### src/rtl/qenc_pkg.sv
package qenc_pkg;

  typedef enum logic [1:0] {
    STEP_NONE = 2'd0,
    STEP_FWD  = 2'd1,
    STEP_REV  = 2'd2,
    STEP_BAD  = 2'd3
  } step_e;

  // Channel code {A,B} for a quadrature phase.
  function automatic logic [1:0] emit_code(input logic ccw, input logic [1:0] phase);
    logic [1:0] code;
    if (!ccw) begin
      case (phase)
        2'd0:    code = 2'b10;
        2'd1:    code = 2'b11;
        2'd2:    code = 2'b01;
        default: code = 2'b00;
      endcase
    end else begin
      case (phase)
        2'd0:    code = 2'b01;
        2'd1:    code = 2'b11;
        2'd2:    code = 2'b10;
        default: code = 2'b00;
      endcase
    end
    return code;
  endfunction

  // Movement implied by a previous/current channel pair.
  function automatic step_e classify(input logic [1:0] prev, input logic [1:0] cur);
    step_e s;
    if (prev == cur)                s = STEP_NONE;
    else if ((prev ^ cur) == 2'b11) s = STEP_BAD;
    else begin
      case ({prev, cur})
        4'b10_00, 4'b11_10, 4'b01_11, 4'b00_01: s = STEP_FWD;
        default:                                s = STEP_REV;
      endcase
    end
    return s;
  endfunction

endpackage

### src/rtl/qenc_emit.sv
module qenc_emit #(
  parameter int POS_W     = 16,
  parameter int SLIT_BITS = 3
) (
  input  logic             clk,
  input  logic             rst_n,
  input  logic [POS_W-1:0] pos,
  input  logic             ccw,
  output logic [1:0]       ab
);
  import qenc_pkg::*;

  localparam int EV_W  = SLIT_BITS + 2;
  localparam int PH_LO = POS_W - EV_W;

  logic [1:0] ab_q, ab_d, want;
  logic [POS_W-3:0] pos_unused;

  assign pos_unused = {pos[POS_W-1:PH_LO+2], pos[PH_LO-1:0]};

  always_comb begin
    want = emit_code(ccw, pos[PH_LO +: 2]);
    if ((want ^ ab_q) == 2'b11) ab_d = ab_q ^ 2'b10;
    else                        ab_d = want;
  end

  always_ff @(posedge clk or negedge rst_n) begin
    if (!rst_n) ab_q <= 2'b00;
    else        ab_q <= ab_d;
  end

  assign ab = ab_q;
endmodule

### src/rtl/qenc_sync.sv
module qenc_sync #(
  parameter int W      = 2,
  parameter int STAGES = 2
) (
  input  logic         clk,
  input  logic         rst_n,
  input  logic [W-1:0] d,
  output logic [W-1:0] q
);
  logic [W-1:0] chain [STAGES];

  for (genvar i = 0; i < STAGES; i++) begin : g_stage
    if (i == 0) begin : g_first
      always_ff @(posedge clk or negedge rst_n) begin
        if (!rst_n) chain[i] <= '0;
        else        chain[i] <= d;
      end
    end else begin : g_rest
      always_ff @(posedge clk or negedge rst_n) begin
        if (!rst_n) chain[i] <= '0;
        else        chain[i] <= chain[i-1];
      end
    end
  end

  assign q = chain[STAGES-1];
endmodule

### src/rtl/qenc_track.sv
module qenc_track #(
  parameter int CNT_W = 5
) (
  input  logic             clk,
  input  logic             rst_n,
  input  logic [1:0]       ab,
  output logic [CNT_W-1:0] cnt,
  output logic             fwd,
  output logic             err
);
  import qenc_pkg::*;

  localparam logic [CNT_W-1:0] TOP = {CNT_W{1'b1}};

  logic [1:0]       prev_q;
  logic [CNT_W-1:0] cnt_q, cnt_d;
  logic             fwd_q, fwd_d, err_q, err_d;
  step_e            step;

  always_comb begin
    step  = classify(prev_q, ab);
    cnt_d = cnt_q;
    fwd_d = fwd_q;
    err_d = 1'b0;
    case (step)
      STEP_FWD: begin
        cnt_d = (cnt_q == TOP) ? '0 : cnt_q + 1'b1;
        fwd_d = 1'b1;
      end
      STEP_REV: begin
        cnt_d = (cnt_q == '0) ? TOP : cnt_q - 1'b1;
        fwd_d = 1'b0;
      end
      STEP_BAD: err_d = 1'b1;
      default:  ;
    endcase
  end

  always_ff @(posedge clk or negedge rst_n) begin
    if (!rst_n) begin
      prev_q <= 2'b00;
      cnt_q  <= '0;
      fwd_q  <= 1'b0;
      err_q  <= 1'b0;
    end else begin
      prev_q <= ab;
      cnt_q  <= cnt_d;
      fwd_q  <= fwd_d;
      err_q  <= err_d;
    end
  end

  assign cnt = cnt_q;
  assign fwd = fwd_q;
  assign err = err_q;
endmodule

### src/rtl/qenc_top.sv
module qenc_top #(
  parameter int POS_W     = 16,
  parameter int SLIT_BITS = 3
) (
  input  logic             clk,
  input  logic             rst_n,
  input  logic [POS_W-1:0] rotor_pos,
  input  logic             rotor_ccw,
  output logic             enc_a,
  output logic             enc_b,
  input  logic             sense_a,
  input  logic             sense_b,
  output logic [POS_W-1:0] turn_pos,
  output logic             move_fwd,
  output logic             step_err
);
  localparam int CNT_W = SLIT_BITS + 2;
  localparam int LSB_W = POS_W - CNT_W;

  logic [1:0]       rst_pipe;
  logic             rst_int_n;
  logic [1:0]       emit_ab, sense_sync;
  logic [CNT_W-1:0] cnt;

  always_ff @(posedge clk or negedge rst_n) begin
    if (!rst_n) rst_pipe <= 2'b00;
    else        rst_pipe <= {rst_pipe[0], 1'b1};
  end
  assign rst_int_n = rst_pipe[1];

  qenc_emit #(.POS_W(POS_W), .SLIT_BITS(SLIT_BITS)) u_emit (
    .clk(clk), .rst_n(rst_int_n), .pos(rotor_pos), .ccw(rotor_ccw), .ab(emit_ab)
  );

  qenc_sync #(.W(2), .STAGES(2)) u_sync (
    .clk(clk), .rst_n(rst_int_n), .d({sense_a, sense_b}), .q(sense_sync)
  );

  qenc_track #(.CNT_W(CNT_W)) u_track (
    .clk(clk), .rst_n(rst_int_n), .ab(sense_sync),
    .cnt(cnt), .fwd(move_fwd), .err(step_err)
  );

  assign enc_a    = emit_ab[1];
  assign enc_b    = emit_ab[0];
  assign turn_pos = {cnt, {LSB_W{1'b0}}};
endmodule

### config.mk
export PLATFORM = sky130hd
export DESIGN_NAME = qenc_top
export DESIGN_NICKNAME = d
export VERILOG_FILES = /design/src/rtl/qenc_pkg.sv /design/src/rtl/qenc_emit.sv /design/src/rtl/qenc_sync.sv /design/src/rtl/qenc_track.sv /design/src/rtl/qenc_top.sv
export SDC_FILE = /design/constraint.sdc
export NUM_CORES = 1
export LEC_CHECK = 0
export ABC_CLOCK_PERIOD_IN_PS = 800
export BUFFER_PORTS_ARGS = -buffer_cell sky130_fd_sc_hd__buf_2
export CELL_PAD_IN_SITES_DETAIL_PLACEMENT = 1
export CELL_PAD_IN_SITES_GLOBAL_PLACEMENT = 1
export CORE_UTILIZATION = 36
export CTS_BUF_LIST = sky130_fd_sc_hd__clkbuf_8
export CTS_CLUSTER_SIZE = 30
export DETAILED_ROUTE_END_ITERATION = 8
export PLACE_DENSITY_LB_ADDON = 0.1
export SLEW_MARGIN = 5
export SYNTH_ARGS = -nofsm -noshare
export SYNTH_HDL_FRONTEND = slang
export SYNTH_SLANG_ARGS = --single-unit
### constraint.sdc
create_clock -name clk -period 0.8 [get_ports clk]
set_input_delay 0.08 -clock clk [delete_from_list [all_inputs] [get_ports clk]]
set_output_delay 0.08 -clock clk [all_outputs]
set_load 0.03 [all_outputs]
==> summary.md, run 1 <==
| Metric | Value |
|---|---|
| Failing checks | `negative setup slack` |
| Top sig layer | `met4` |
| Wire length on met2 | `1240 µm` |
| Switching Share | `39.7%` |
| Row count | `18` |
| Final nets | `170` |
| I/O Pins | `41` |
| Design area | `1510 µm²` |
| Clock slew at the register clock pins of the worst setup and hold paths | `70 ps` |
| Final Util | `59.3%` |
| Top_reg_cell synth | `dfrtp_1` |
| Met3 WL | `68 µm` |
| Final slew viol count | `0` |
| Static Leak | `0.704 nW` |
| Share of the yosys chip area belonging to registers | `42.7%` |
| Crit path kind | `flop to flop` |
| Overall routing resource usage | `18.1%` |
| Avg Cell Area, Syn | `10.2 µm²` |
| Syn Inst Count | `98` |
| Crit end category | `flop` |
| Final Total Pwr | `4.45 mW` |
| Chip Width | `54.6 µm` |
| Outcome | `finished with violations` |
| Yosys warns | `0` |
| Max Clock Skew | `5.01 ps` |
| N_diodes | `0` |
| Max H-tree Level | `1` |
| Max frequency | `572 MHz` |
| Area leader, netlist | `dfrtp_1` |
| Num CTS Buffers | `3` |
| # DRC | `0` |
| Reg2Reg Setup Slack | `-950 ps` |
| Die ar. | `2980 µm²` |
| # setup viols final | `17` |
| I/O Buffers | `15` |
| Synth top area cells | `dfrtp_1, ha_1, buf_4` |
| GPL Wtd Cong | `0.827` |
| Pwr dens | `2950 nW/µm²` |
| First drt pass iteration count | `3` |
| Final WL | `2270 µm` |
| Synth cell count leaders | `dfrtp_1, buf_4, ha_1, inv_1, o21ai_0` |
| CP max FO | `3` |
| Die Y | `54.6 µm` |
| Clk pwr share | `14.8%` |
| Via-to-Cell Ratio | `4.78` |
| Metal-1 WL | `932 µm` |
| Synth cell types | `32` |
| Dpl cell area | `1270 µm²` |
| Clock buffer depth | `2` |
| Arr. time, crit path | `1890 ps` |
| Post-synthesis instance area | `997 µm²` |
| Initial drt markers | `4` |
| Global route overflow | `0` |
| Final worst setup slack | `-947 ps` |
| Antenna viol nets, final | `0` |
| WL/cell | `13.4 µm` |
| Count leader, synth | `dfrtp_1` |
| Asr flop ratio synth | `100%` |
| Vias | `807` |
| Clock sink total | `17` |
| Switch Pwr | `1.77 mW` |
| Placeable Area | `2540 µm²` |
| Clk root buf | `clkbuf_8` |
| First-pass GRT wire length | `3610 µm` |
| Int Pwr | `2.68 mW` |
| RSZ-0062 raised after global routing | `yes` |
| Top cell type's share of synthesized area | `42.7%` |
| Crit share post-route | `218%` |
| FF+latch count, synth | `17` |
| Sequential share of power | `28.5%` |
| Max cap viols | `0` |
| TritonCTS clock tree | `done` |
| Filler cells | `282` |
| Synth-to-Final Area Change | `51.3%` |
| EDFF count, synth | `0` |
| WP data required | `940 ps` |
| Final Hold Viols | `0` |
| Vias in the first global route | `826` |
| Starting density of the core | `39.2%` |
| Initial antenna violation count | `0` |
| Min-Delay Path Class | `input port to flop` |
| Tmin final | `1750 ps` |
| CP Launch Type | `flop` |
| Largest net degree at the start of global routing | `16` |
| Layout cells sized above 1 | `51.1%` |
| Peak supply drop | `1.81 mV` |
| Final HPWL from detailed placement | `1700 µm` |
| Combinational share of power | `56.7%` |
| Clock Latency Late Sink | `250 ps` |
[repair_timing]
action	4_1_cts	5_1_grt
pin swaps	6	5
endpoints found under the hold margin	4	0
endpoints found under the setup margin	17	17
resized for setup	30	11
buffers inserted	2	2
cloned	0	0
hold buffers	3	0
[cells by family after synthesis]
| family | count (synthesis) | synth area share [%] |
|---|---|---|
| other cells | 2 | 0.753 |
| buf+inv | 21 | 12.0 |
| fa+ha+maj | 9 | 11.3 |
| xor+xnor | 5 | 4.39 |
| mux | 3 | 3.51 |
| flops | 17 | 42.7 |
| compound gates | 23 | 16.2 |
| simple gates | 18 | 9.16 |
[routing by layer]
metal / up-vias / global-route usage (%)
li1: 392 / -
met3: 2 / 5.83
met4: 0 / 7.69
met1: 397 / 18.8
met5: - / 0
met2: 16 / 32.7
[per-stage QoR]
stage                     worst slack [ps]  hold WS (ps)  setup TNS, ps  cells
after floorplan                       -892          -216          -4460    108
after global placement                -907          -135          -5520    161
after detailed placement              -994          -133          -6240    161
after CTS                             -913          80.0          -6980    170
after global routing                  -998          80.5          -7500    169
final                                 -947          88.6          -6760    169
[final timing paths]
check                            start        endpoint  depth (start not counted)
setup / recovery           u_sync.q[0]  u_track.cnt[4]                          7
hold / removal               rotor_ccw    u_emit.ab[1]                          2
setup reg to reg           u_sync.q[0]  u_track.cnt[4]                          7
hold reg to reg            rst_pipe[1]  u_track.cnt[2]                          1
max in group asynchronous  rst_pipe[1]    u_emit.ab[0]                          1
min in group asynchronous        rst_n     rst_pipe[0]                          2
[worst max-delay path, cell delays in order, from the launching register on]
cell and delay (ps):
dfrtp_1 420, xor2_2 250, inv_2 70, ha_4 170
nor2_4 90, o21a_4 140, mux2_4 300, a22o_1 190
[layout make-up]
cell class                 instances  area, µm²  share of cell area, %
timing repair buffer              39        330                   21.9
clock inverter                     1       7.51                  0.498
clock buffer                       3       41.3                   2.74
inverter                           9       33.8                   2.24
multi-input combinational         70        628                   41.6
tap                               30       37.5                   2.49
sequential                        17        430                   28.5
[registers in the layout, summed over array words and instances, names as in the netlist]
signal,count
u_track.cnt,5
rst_pipe,2
u_emit.ab,2
u_sync.chain,2
u_sync.q,2
u_track.prev_q,2
u_track.err,1
u_track.fwd,1
[cell usage in the layout (no fill, tap or decap), drive strengths merged, types with 4 or more instances in the layout]
| cell type | Yosys | routed |
|---|---|---|
| nor2 | 4 | 4 |
| conb | 2 | 12 |
| nand2 | 4 | 4 |
| ha | 9 | 9 |
| inv | 9 | 9 |
| buf | 11 | 36 |
| dfrtp | 17 | 17 |
| o21ai | 6 | 6 |
| a21oi | 5 | 5 |
[power by group through the flow]
stage / clock, mW / sequential (mW) / combinational (mW)
global route: 0.727 / 1.29 / 2.71
CTS: 0.690 / 1.27 / 2.40
detailed placement: 0 / 1.25 / 2.03
floorplan: 0 / 1.63 / 0.927
finish: 0.659 / 1.27 / 2.52
global placement: 0 / 1.24 / 1.98
Note: power is estimated with default switching activity, not from simulation.
==> inputs of run 2 (changes only) <==
--- a/config.mk
+++ b/config.mk
@@ -9,10 +9,12 @@
 export BUFFER_PORTS_ARGS = -buffer_cell sky130_fd_sc_hd__buf_2
 export CELL_PAD_IN_SITES_DETAIL_PLACEMENT = 1
 export CELL_PAD_IN_SITES_GLOBAL_PLACEMENT = 1
+export CORE_ASPECT_RATIO = 0.6
 export CORE_UTILIZATION = 36
 export CTS_BUF_LIST = sky130_fd_sc_hd__clkbuf_8
 export CTS_CLUSTER_SIZE = 30
 export DETAILED_ROUTE_END_ITERATION = 8
+export MAX_ROUTING_LAYER = met4
 export PLACE_DENSITY_LB_ADDON = 0.1
 export SLEW_MARGIN = 5
 export SYNTH_ARGS = -nofsm -noshare
==> run 2 against run 1 <==
Effect of this change:
- the flow still finishes with violations (negative setup slack)
- register-to-register slack lost 20 ps
- clock-buffer cell count unchanged
- sequential power barely moved
- first-iteration DRC count grew to 3.0 times the previous value
- critical path type unchanged
- fmax down 1.2%
- critical endpoint is now u_track.cnt[3]
==> summary.md, run 2 (synthesis gave the netlist of run 1 again) <==
| Metric | Value |
|---|---|
| WP data required | `1000 ps` |
| Hold path depth | `2` |
| Overall routing resource usage | `21.8%` |
| Clock buffer depth | `2` |
| Die ar. | `2990 µm²` |
| Hold Path Origin | `rotor_ccw` |
| Global route overflow | `0` |
| Crit path largest cell delay | `420 ps` |
| Min-Delay Path Class | `input port to flop` |
| Combinational share of power | `60.8%` |
| Layout cells sized above 1 | `55.1%` |
| Largest net degree at the start of global routing | `16` |
| GPL Wtd Cong | `0.824` |
| Most frequent cells in the layout | `buf_4, buf_6, dfrtp_1` |
| Clock slew at the register clock pins of the worst setup and hold paths | `70 ps` |
| Placeable Area | `2560 µm²` |
| Final slew viol count | `0` |
| Max frequency | `566 MHz` |
| Initial drt markers | `12` |
| Vias in the first global route | `946` |
| Initial antenna violation count | `0` |
| Switch Pwr | `1.99 mW` |
| Largest register FFs | `5` |
| Switching Share | `40.4%` |
| Most common cell after layout, fill and taps aside | `buf_4` |
| Final nets | `178` |
| Slowest CP cell | `dfrtp_1` |
| Tmin final | `1770 ps` |
| FF-to-FF End | `u_track.cnt[3]` |
| Clk pwr share | `13.5%` |
| Arr. time, crit path | `1970 ps` |
| Peak supply drop | `1.70 mV` |
| Non-Filler Instances | `179` |
| Outcome | `finished with violations` |
| Crit share post-route | `221%` |
| RSZ-0062 raised after global routing | `yes` |
| Vias | `888` |
| I/O Pins | `41` |
| Reg2Reg Setup Slack | `-970 ps` |
| CP max FO | `3` |
| Chip Width | `69.9 µm` |
| Reg2reg start | `u_sync.q[1]` |
| Final Hold Viols | `0` |
| Max cap viols | `0` |
| Clk root buf | `clkbuf_8` |
| First drt pass iteration count | `4` |
| Antenna viol nets, final | `0` |
| Crit end category | `flop` |
| Die Y | `42.8 µm` |
| Crit path buffers/inverters | `1` |
| Row count | `14` |
| Clock Latency Late Sink | `260 ps` |
| Final Util | `63.8%` |
| TritonCTS clock tree | `done` |
| # setup viols final | `17` |
| Static Leak | `0.763 nW` |
| Crit path kind | `flop to flop` |
| Max H-tree Level | `1` |
| Pwr dens | `3020 nW/µm²` |
| N_diodes | `0` |
| Final Total Pwr | `4.92 mW` |
| Hold Path Sink | `u_emit.ab[1]` |
| Design area | `1630 µm²` |
| Via-to-Cell Ratio | `4.96` |
| Clock sink total | `17` |
| # DRC | `0` |
| First-pass GRT wire length | `4600 µm` |
| Dpl cell area | `1290 µm²` |
| Setup TNS | `-7280 ps` |
| Crit-path cells | `xor2_2 > ha_1 > inv_1 > or3_4 > a211oi_2 > a211o_1` |
| Failing checks | `negative setup slack` |
| Starting density of the core | `39.0%` |
| Largest delay contributor family on the critical path | `flip-flops` |
| Synth-to-Final Area Change | `63.6%` |
| I/O Buffers | `15` |
| Sequential share of power | `25.7%` |
| Max Clock Skew | `7.11 ps` |
| Int Pwr | `2.94 mW` |
| Final worst setup slack | `-967 ps` |
| Final WL | `3160 µm` |
| Placed cells | `166` |
| WL/cell | `17.6 µm` |
| R2r worst-path depth | `6` |
| Num CTS Buffers | `3` |
| CP Launch Type | `flop` |
| Final HPWL from detailed placement | `2110 µm` |
run 2: stage by stage:
step	setup slack (ps)	hold slack, ps
finish	-967	109
global route	-1050	102
CTS	-936	45.4
detailed placement	-1040	-131
global placement	-928	-134
floorplan	-892	-216
run 2: timing repair:
action,in CTS,in global routing
pin swaps,6,4
gates cloned,0,1
hold buffers,3,0
setup buffers,5,2
endpoints found under the hold margin,4,0
setup endpoints to repair,17,17
resized for setup,33,19
run 2: power groups by stage:
stage	sequential (mW)	combinational [mW]	clock (mW)
4_1_cts	1.26	2.67	0.669
3_5_place_dp	1.24	2.23	0
2_1_floorplan	1.63	0.927	0
5_1_grt	1.29	3.15	0.716
6_report	1.27	2.99	0.663
3_3_place_gp	1.22	2.12	0
run 2: cell type report:
type,count,area [µm²]
multi-input combinational,70,643
tap,32,40.0
clock buffer,3,41.3
sequential,17,430
inverter,9,36.3
clock inverter,1,5.00
timing repair buffer,47,435
fill,280,926
run 2: worst max path at each step:
stage                     slack (ps)        endpoint         startpoint  cells past startpoint
after floorplan                 -890  u_track.cnt[4]  u_track.prev_q[1]                      7
after global placement          -930  u_track.cnt[4]  u_track.prev_q[1]                      7
after detailed placement       -1040  u_track.cnt[3]  u_track.prev_q[1]                      7
after CTS                       -940  u_track.cnt[4]        u_sync.q[0]                      7
after global routing           -1050  u_track.cnt[4]        u_sync.q[0]                      6
final                           -970  u_track.cnt[3]        u_sync.q[1]                      6
run 2: per-layer routing:
metal / global-route usage [%] / vias up / routed length, µm
met5: - / - / 0
met2: 38.5 / 28 / 1570
met3: 5.23 / 9 / 125
met1: 25.7 / 446 / 1410
met4: 4.40 / 0 / 55
li1: - / 405 / -
